File: src/rtl/sec_pwm_gate_pkg.sv
package sec_pwm_gate_pkg;

  // One bit per gate, registered together at the block edge.
  typedef struct packed {
    logic pa;
    logic pb;
    logic s1;
    logic s2;
  } gate_set_t;

  localparam gate_set_t GATES_OFF = '{pa: 1'b0, pb: 1'b0, s1: 1'b0, s2: 1'b0};

endpackage

File: src/rtl/gsg_shape_calc.sv
// Turns the raw per-period settings into the count boundaries of one period.
module gsg_shape_calc #(
  parameter int CNT_W  = 12,
  parameter int DUTY_W = 8
) (
  input  logic [CNT_W-1:0]  period_i,
  input  logic [CNT_W-1:0]  dead_i,
  input  logic [CNT_W-1:0]  guard_i,
  input  logic [DUTY_W-1:0] duty_i,
  output logic [CNT_W-1:0]  per_o,
  output logic [CNT_W-1:0]  half_o,
  output logic [CNT_W-1:0]  ext_o,
  output logic [CNT_W-1:0]  a_end_o,
  output logic [CNT_W-1:0]  b_end_o,
  output logic [CNT_W-1:0]  s2_end_o,
  output logic [CNT_W-1:0]  lim_o
);
  localparam int XW = CNT_W + 1;
  localparam int PW = CNT_W + DUTY_W;

  logic [CNT_W-1:0] per_e, half, g_e, raw, emax, ext;
  logic [XW-1:0]    rest_x, dg_x, half_x;
  logic [PW-1:0]    prod;

  always_comb begin
    per_e  = (period_i < CNT_W'(2)) ? CNT_W'(2) : period_i;
    half   = per_e >> 1;
    g_e    = (guard_i == '0) ? CNT_W'(1) : guard_i;           // guard floor
    rest_x = {1'b0, per_e - half};
    half_x = {1'b0, half};
    dg_x   = {1'b0, dead_i} + {1'b0, g_e};
    emax   = (rest_x > dg_x) ? CNT_W'(rest_x - dg_x) : '0;
    prod   = PW'(half) * PW'(duty_i);
    raw    = CNT_W'(prod >> DUTY_W);
    ext    = (raw < emax) ? raw : emax;
  end

  assign per_o    = per_e;
  assign half_o   = half;
  assign ext_o    = ext;
  assign a_end_o  = (half > dead_i) ? half - dead_i : '0;
  assign b_end_o  = (per_e > dead_i) ? per_e - dead_i : '0;
  assign s2_end_o = half + ext;
  assign lim_o    = (half_x > dg_x) ? CNT_W'(half_x - dg_x) : '0;

endmodule

File: src/rtl/gsg_phase_ctr.sv
// Free-running period counter; flags the first count of each period.
module gsg_phase_ctr #(
  parameter int CNT_W = 12
) (
  input  logic             clk,
  input  logic             rst_n,
  input  logic             en,
  input  logic [CNT_W-1:0] per_q,
  output logic             start_o,
  output logic             run_nxt_o,
  output logic [CNT_W-1:0] cnt_nxt_o
);
  logic             run_q, run_d;
  logic [CNT_W-1:0] cnt_q, cnt_d;
  logic             start;

  always_comb begin
    start = en && (!run_q || (cnt_q == per_q - CNT_W'(1)));
    run_d = en;
    if (!en)        cnt_d = '0;
    else if (start) cnt_d = '0;
    else            cnt_d = cnt_q + CNT_W'(1);
  end

  always_ff @(posedge clk or negedge rst_n) begin
    if (!rst_n) begin
      run_q <= 1'b0;
      cnt_q <= '0;
    end else begin
      run_q <= run_d;
      cnt_q <= cnt_d;
    end
  end

  assign start_o   = start;
  assign run_nxt_o = run_d;
  assign cnt_nxt_o = cnt_d;

endmodule

File: src/rtl/gsg_gate_decode.sv
// Maps a count and the captured boundaries onto the four gates.
module gsg_gate_decode
  import sec_pwm_gate_pkg::*;
#(
  parameter int CNT_W = 12
) (
  input  logic             run_i,
  input  logic [CNT_W-1:0] cnt_i,
  input  logic [CNT_W-1:0] half_i,
  input  logic [CNT_W-1:0] a_end_i,
  input  logic [CNT_W-1:0] b_end_i,
  input  logic [CNT_W-1:0] s2_end_i,
  input  logic [CNT_W-1:0] lim_i,
  input  logic [CNT_W-1:0] tail_i,
  output gate_set_t        gates_o
);
  always_comb begin
    gates_o = GATES_OFF;
    if (run_i) begin
      gates_o.pa = cnt_i < a_end_i;
      gates_o.pb = (cnt_i >= half_i) && (cnt_i < b_end_i);
      gates_o.s2 = cnt_i < s2_end_i;
      gates_o.s1 = (cnt_i >= half_i) || ((cnt_i < tail_i) && (cnt_i < lim_i));
    end
  end

endmodule

File: src/rtl/sec_pwm_gate_gen.sv
module sec_pwm_gate_gen
  import sec_pwm_gate_pkg::*;
#(
  parameter int CNT_W  = 12,
  parameter int DUTY_W = 8
) (
  input  logic              clk,
  input  logic              rst_n,
  input  logic              en,
  input  logic [CNT_W-1:0]  period_cnt,
  input  logic [CNT_W-1:0]  dead_cnt,
  input  logic [CNT_W-1:0]  guard_cnt,
  input  logic [DUTY_W-1:0] duty_cmd,
  output logic              pa_gate,
  output logic              pb_gate,
  output logic              s1_gate,
  output logic              s2_gate
);
  localparam int XW = CNT_W + 1;

  // Reset: asserts at once, releases on the second clock edge.
  logic rs_meta_q, rs_q;
  always_ff @(posedge clk or negedge rst_n) begin
    if (!rst_n) begin
      rs_meta_q <= 1'b0;
      rs_q      <= 1'b0;
    end else begin
      rs_meta_q <= 1'b1;
      rs_q      <= rs_meta_q;
    end
  end

  // Settings turned into boundaries, ready for capture at period start.
  logic [CNT_W-1:0] c_per, c_half, c_ext, c_a_end, c_b_end, c_s2_end, c_lim;

  gsg_shape_calc #(.CNT_W(CNT_W), .DUTY_W(DUTY_W)) u_calc (
    .period_i (period_cnt),
    .dead_i   (dead_cnt),
    .guard_i  (guard_cnt),
    .duty_i   (duty_cmd),
    .per_o    (c_per),
    .half_o   (c_half),
    .ext_o    (c_ext),
    .a_end_o  (c_a_end),
    .b_end_o  (c_b_end),
    .s2_end_o (c_s2_end),
    .lim_o    (c_lim)
  );

  // Captured boundaries of the running period.
  logic [CNT_W-1:0] per_q, half_q, ext_q, a_end_q, b_end_q, s2_end_q, lim_q, tail_q;
  logic [CNT_W-1:0] per_d, half_d, ext_d, a_end_d, b_end_d, s2_end_d, lim_d, tail_d;

  logic             start, run_nxt;
  logic [CNT_W-1:0] cnt_nxt;

  gsg_phase_ctr #(.CNT_W(CNT_W)) u_ctr (
    .clk       (clk),
    .rst_n     (rs_q),
    .en        (en),
    .per_q     (per_q),
    .start_o   (start),
    .run_nxt_o (run_nxt),
    .cnt_nxt_o (cnt_nxt)
  );

  // S1 portion that spills into the next period: 2h + ext - P of the old period.
  logic [XW-1:0]    spill_x;
  logic [CNT_W-1:0] spill;
  always_comb begin
    spill_x = {half_q, 1'b0} + XW'(ext_q);
    spill   = (spill_x > XW'(per_q)) ? CNT_W'(spill_x - XW'(per_q)) : '0;
  end

  // Next-state selection of the captured boundaries.
  always_comb begin
    per_d    = per_q;
    half_d   = half_q;
    ext_d    = ext_q;
    a_end_d  = a_end_q;
    b_end_d  = b_end_q;
    s2_end_d = s2_end_q;
    lim_d    = lim_q;
    tail_d   = tail_q;
    if (!run_nxt) begin
      per_d    = '0;
      half_d   = '0;
      ext_d    = '0;
      a_end_d  = '0;
      b_end_d  = '0;
      s2_end_d = '0;
      lim_d    = '0;
      tail_d   = '0;
    end else if (start) begin
      per_d    = c_per;
      half_d   = c_half;
      ext_d    = c_ext;
      a_end_d  = c_a_end;
      b_end_d  = c_b_end;
      s2_end_d = c_s2_end;
      lim_d    = c_lim;
      tail_d   = (per_q == '0) ? '0 : spill;   // no spill into the first period
    end
  end

  gate_set_t gates_d, gates_q;

  gsg_gate_decode #(.CNT_W(CNT_W)) u_dec (
    .run_i    (run_nxt),
    .cnt_i    (cnt_nxt),
    .half_i   (half_d),
    .a_end_i  (a_end_d),
    .b_end_i  (b_end_d),
    .s2_end_i (s2_end_d),
    .lim_i    (lim_d),
    .tail_i   (tail_d),
    .gates_o  (gates_d)
  );

  always_ff @(posedge clk or negedge rs_q) begin
    if (!rs_q) begin
      per_q    <= '0;
      half_q   <= '0;
      ext_q    <= '0;
      a_end_q  <= '0;
      b_end_q  <= '0;
      s2_end_q <= '0;
      lim_q    <= '0;
      tail_q   <= '0;
      gates_q  <= GATES_OFF;
    end else begin
      per_q    <= per_d;
      half_q   <= half_d;
      ext_q    <= ext_d;
      a_end_q  <= a_end_d;
      b_end_q  <= b_end_d;
      s2_end_q <= s2_end_d;
      lim_q    <= lim_d;
      tail_q   <= tail_d;
      gates_q  <= gates_d;
    end
  end

  assign pa_gate = gates_q.pa;
  assign pb_gate = gates_q.pb;
  assign s1_gate = gates_q.s1;
  assign s2_gate = gates_q.s2;

endmodule

File: config.mk
export PLATFORM = sky130hd
export DESIGN_NAME = sec_pwm_gate_gen
export DESIGN_NICKNAME = d
export VERILOG_FILES = /design/src/rtl/sec_pwm_gate_pkg.sv /design/src/rtl/gsg_shape_calc.sv /design/src/rtl/gsg_phase_ctr.sv /design/src/rtl/gsg_gate_decode.sv /design/src/rtl/sec_pwm_gate_gen.sv
export SDC_FILE = /design/constraint.sdc
export NUM_CORES = 1
export LEC_CHECK = 0
export BUFFER_PORTS_ARGS = -buffer_cell sky130_fd_sc_hd__buf_4
export CAP_MARGIN = 15
export CELL_PAD_IN_SITES_DETAIL_PLACEMENT = 0
export CELL_PAD_IN_SITES_GLOBAL_PLACEMENT = 1
export CORE_MARGIN = 5
export CORE_UTILIZATION = 30
export DETAILED_ROUTE_END_ITERATION = 7
export GPL_ROUTABILITY_DRIVEN = 0
export GPL_TIMING_DRIVEN = 0
export HOLD_SLACK_MARGIN = 0.05
export PLACE_DENSITY = 0.55
export SLEW_MARGIN = 20
export SYNTH_ARGS = -nofsm -noshare
export SYNTH_HDL_FRONTEND = slang
export SYNTH_SLANG_ARGS = --single-unit
File: constraint.sdc
create_clock -name clk -period 3.3 [get_ports clk]
set_input_delay 0.33 -clock clk [delete_from_list [all_inputs] [get_ports clk]]
set_output_delay 0.33 -clock clk [all_outputs]
set_load 0.005 [all_outputs]
==> run_results.csv <==
group,metric,value,unit
global_routing,grt_pass1_vias,12600,
hold_path,hold_class,"in -> async",
status,violations,"negative setup slack",
setup_path,r2r_start,"half_q[0]",
setup_path,r2r_end,"s1_gate",
setup_path,critical_path.top_delay_family,"adder cells",
routing,drc_errors,0,
sta,layout_setup_ws,-6510,ps
setup_path,path_buf_inv,10,
floorplanning,die_height,227,um
clock_tree,clk_pin_slew,60,ps
sta,clock_skew,8.89,ps
sta,rsz0062_at_grt,"true",
global_routing,grtUsageTotal,0.192,
clock_tree,cts_buffers,17,
sta,fin_crit,9810,ps
routing,vias,12600,
final_layout,drive_gt1_frac,0.238,
floorplanning,core,46500,um2
global_routing,grt_overflow_total,0,
floorplanning,num_rows,79,
synth,async_reset_ff_frac,1.00,
sta,relSlewSlack,0.444,
routing,avgViaCountPerCell,5.13,
setup_path,crit_slowest_cell,"fa_1",
setup_path,slowest_delay,520,ps
sta,finalHoldViolations,0,
synth,synth_area,14100,um2
flow_run,maxCapViolCount,0,
synth,ys_types,77,
global_routing,grt_pass1_wl,75400,um
setup_path,worstRegToRegCells,25,
routing,drt_wl_total,49700,um
routing,drtPass1Iterations,5,
floorplanning,initial_core_util,0.303,
final_layout,mostFrequentLayoutCell,"ha_1",
synth,syn-num-nets,1967,
synth,ys_seq_area_frac,0.204,
synth,ys.flop_type,"dfrtp_1",
floorplanning,boundaryPins,51,
sta,fin_crit_sh,2.97,
power,powerDensity,792,nW/um2
synth,synth_warnings,0,
clock_tree,cts_sinks,115,
setup_path,cp_max_fo,3,
final_layout,nets,2168,
clock_tree,cts_tree,"yes",
placed_design,pre_cts_slack,-8310,ps
final_layout,fill_cells,4756,
status,status,"complete, but fails checks",
floorplanning,die_w,227,um
power,leakage,8.90,nW
synth,synth_cells,1638,
synth,ys_ff_latch,115,
global_routing,grt_max_degree,47,
setup_path,critPathRequiredTime,3650,ps
clock_tree,clk_path_buf_depth,2,
clock_tree,cts-root-buf,"clkbuf_16",
power,vdd_ir_drop_max,0.464,mV
setup_path,critPathKind,"in -> reg",
sta,setup_violations,50,
sta,fmax,0.102,GHz
sta,worst_pin_slew,828,ps
final_layout,final_util,0.397,
setup_path,cp-end-kind,"flip-flop",
final_layout,num_antenna_cells,0,
final_layout,final_cell_mix,"198 x ha_1, 177 x inv_1, 145 x buf_4",
routing,drt-initial-drc-count,634,
synth,avgSynthCellArea,8.60,um2
clock_tree,htree_levels,4,
routing,wl_per_cell,20.2,um
floorplanning,dieArea,51400,um2
sta,final_max_slew_viol_count,0,
placed_design,dp_hpwl,38700,um
global_routing,antenna_found_initial,0,
synth,synth_edf_count,0,
setup_path,regToRegSetupSlack,-1950,ps
placed_design,port-buffer-count,50,
setup_path,cp_data_arrival_time,10160,ps
clock_tree,clkLatencyLatePin,430,ps
routing,postRouteAntennaNets,0,
setup_path,cp-start-kind,"primary input",
final_layout,syn_to_final_growth,31.0,%
power by group:
group          switching, mW  leakage [nW]  internal, mW
logic                   5.68          7.04          5.15
registers              0.109          1.55          1.58
clock network          0.711         0.309          1.37
cells by family after synthesis:
kind of cell,share of synthesized area
simple gates,0.188
compound gates,0.179
fa+ha+maj,0.284
buf+inv,0.0682
flops,0.204
xor+xnor,0.0672
mux,0.00906
other cells,0.000266
stage by stage:
step                area [um2]  std cells  hold WS (ps)  power, mW  TNS (ps)
finish                   18400       2458           218       14.6   -126030
global route             18400       2458           208       15.8   -137650
CTS                      17500       2409           213       13.4   -126500
detailed placement       15600       2298           114       9.77   -218470
global placement         15600       2295           115       9.69   -220310
floorplan                14400       1638          34.4       7.62   -103310
sequential cells by signal, summed over array words and instances, names as in the netlist, 12 cells and up:
register / flops
a_end_q: 12
b_end_q: 12
ext_q: 12
half_q: 12
lim_q: 12
per_q: 12
s2_end_q: 12
tail_q: 12
u_ctr.cnt_q: 12
synthesized netlist by cell type, drive strengths merged (15+ instances only):
library cell  count  area, um2
ha              220       2750
inv             184        691
dfrtp           115       2880
nand2           112        420
a21oi           102        510
nor2             90        340
and2             81        507
xnor2            69        604
fa               62       1240
o21ai            62        310
clkbuf           49        184
xor2             39        342
a21o             36        270
nand2b           36        225
a22oi            35        263
nand4            34        213
nor2b            34        213
nor3             24        131
nand3            23        115
a22o             20        175
nor4             18        143
a21boi           15        113
buf              15       86.3
o21a             15        113
metal layers:
metal,track usage,vias to the layer above,wire [um]
li1,-,6134,-
met1,0.283,6261,24600
met2,0.307,180,22600
met3,0.0171,41,1410
met4,0.0454,0,1070
met5,0,-,0
worst max-delay path by stage:
| stage | from | endpoint | slack (ps) | cells past startpoint |
|---|---|---|---|---|
| after floorplan | period_cnt[11] | s2_gate | -5870 | 50 |
| after global placement | period_cnt[2] | s2_gate | -8410 | 48 |
| after detailed placement | period_cnt[2] | s2_gate | -8310 | 48 |
| after CTS | period_cnt[11] | s2_gate | -6550 | 52 |
| after global routing | period_cnt[11] | s2_gate | -6920 | 52 |
| final | period_cnt[11] | s2_gate | -6510 | 52 |
final cells by class:
class	count	area, um2	area share
Clock buffer	21	460	0.0250
Buffer	64	400	0.0217
Multi-Input combinational cell	1275	11400	0.620
Sequential cell	115	2890	0.156
Timing Repair Buffer	182	1600	0.0868
Clock inverter	10	180	0.00977
Inverter	184	727	0.0394
Tap cell	607	759	0.0412
what timing repair did:
action,4_1_cts,5_1_grt
hold buffers,2,0
pin swaps,76,88
setup endpoints to repair,111,104
resized for setup,142,124
setup buffers,78,49
hold endpoints to repair,3,0
No activity file was read; power rests on OpenSTA's default activity.
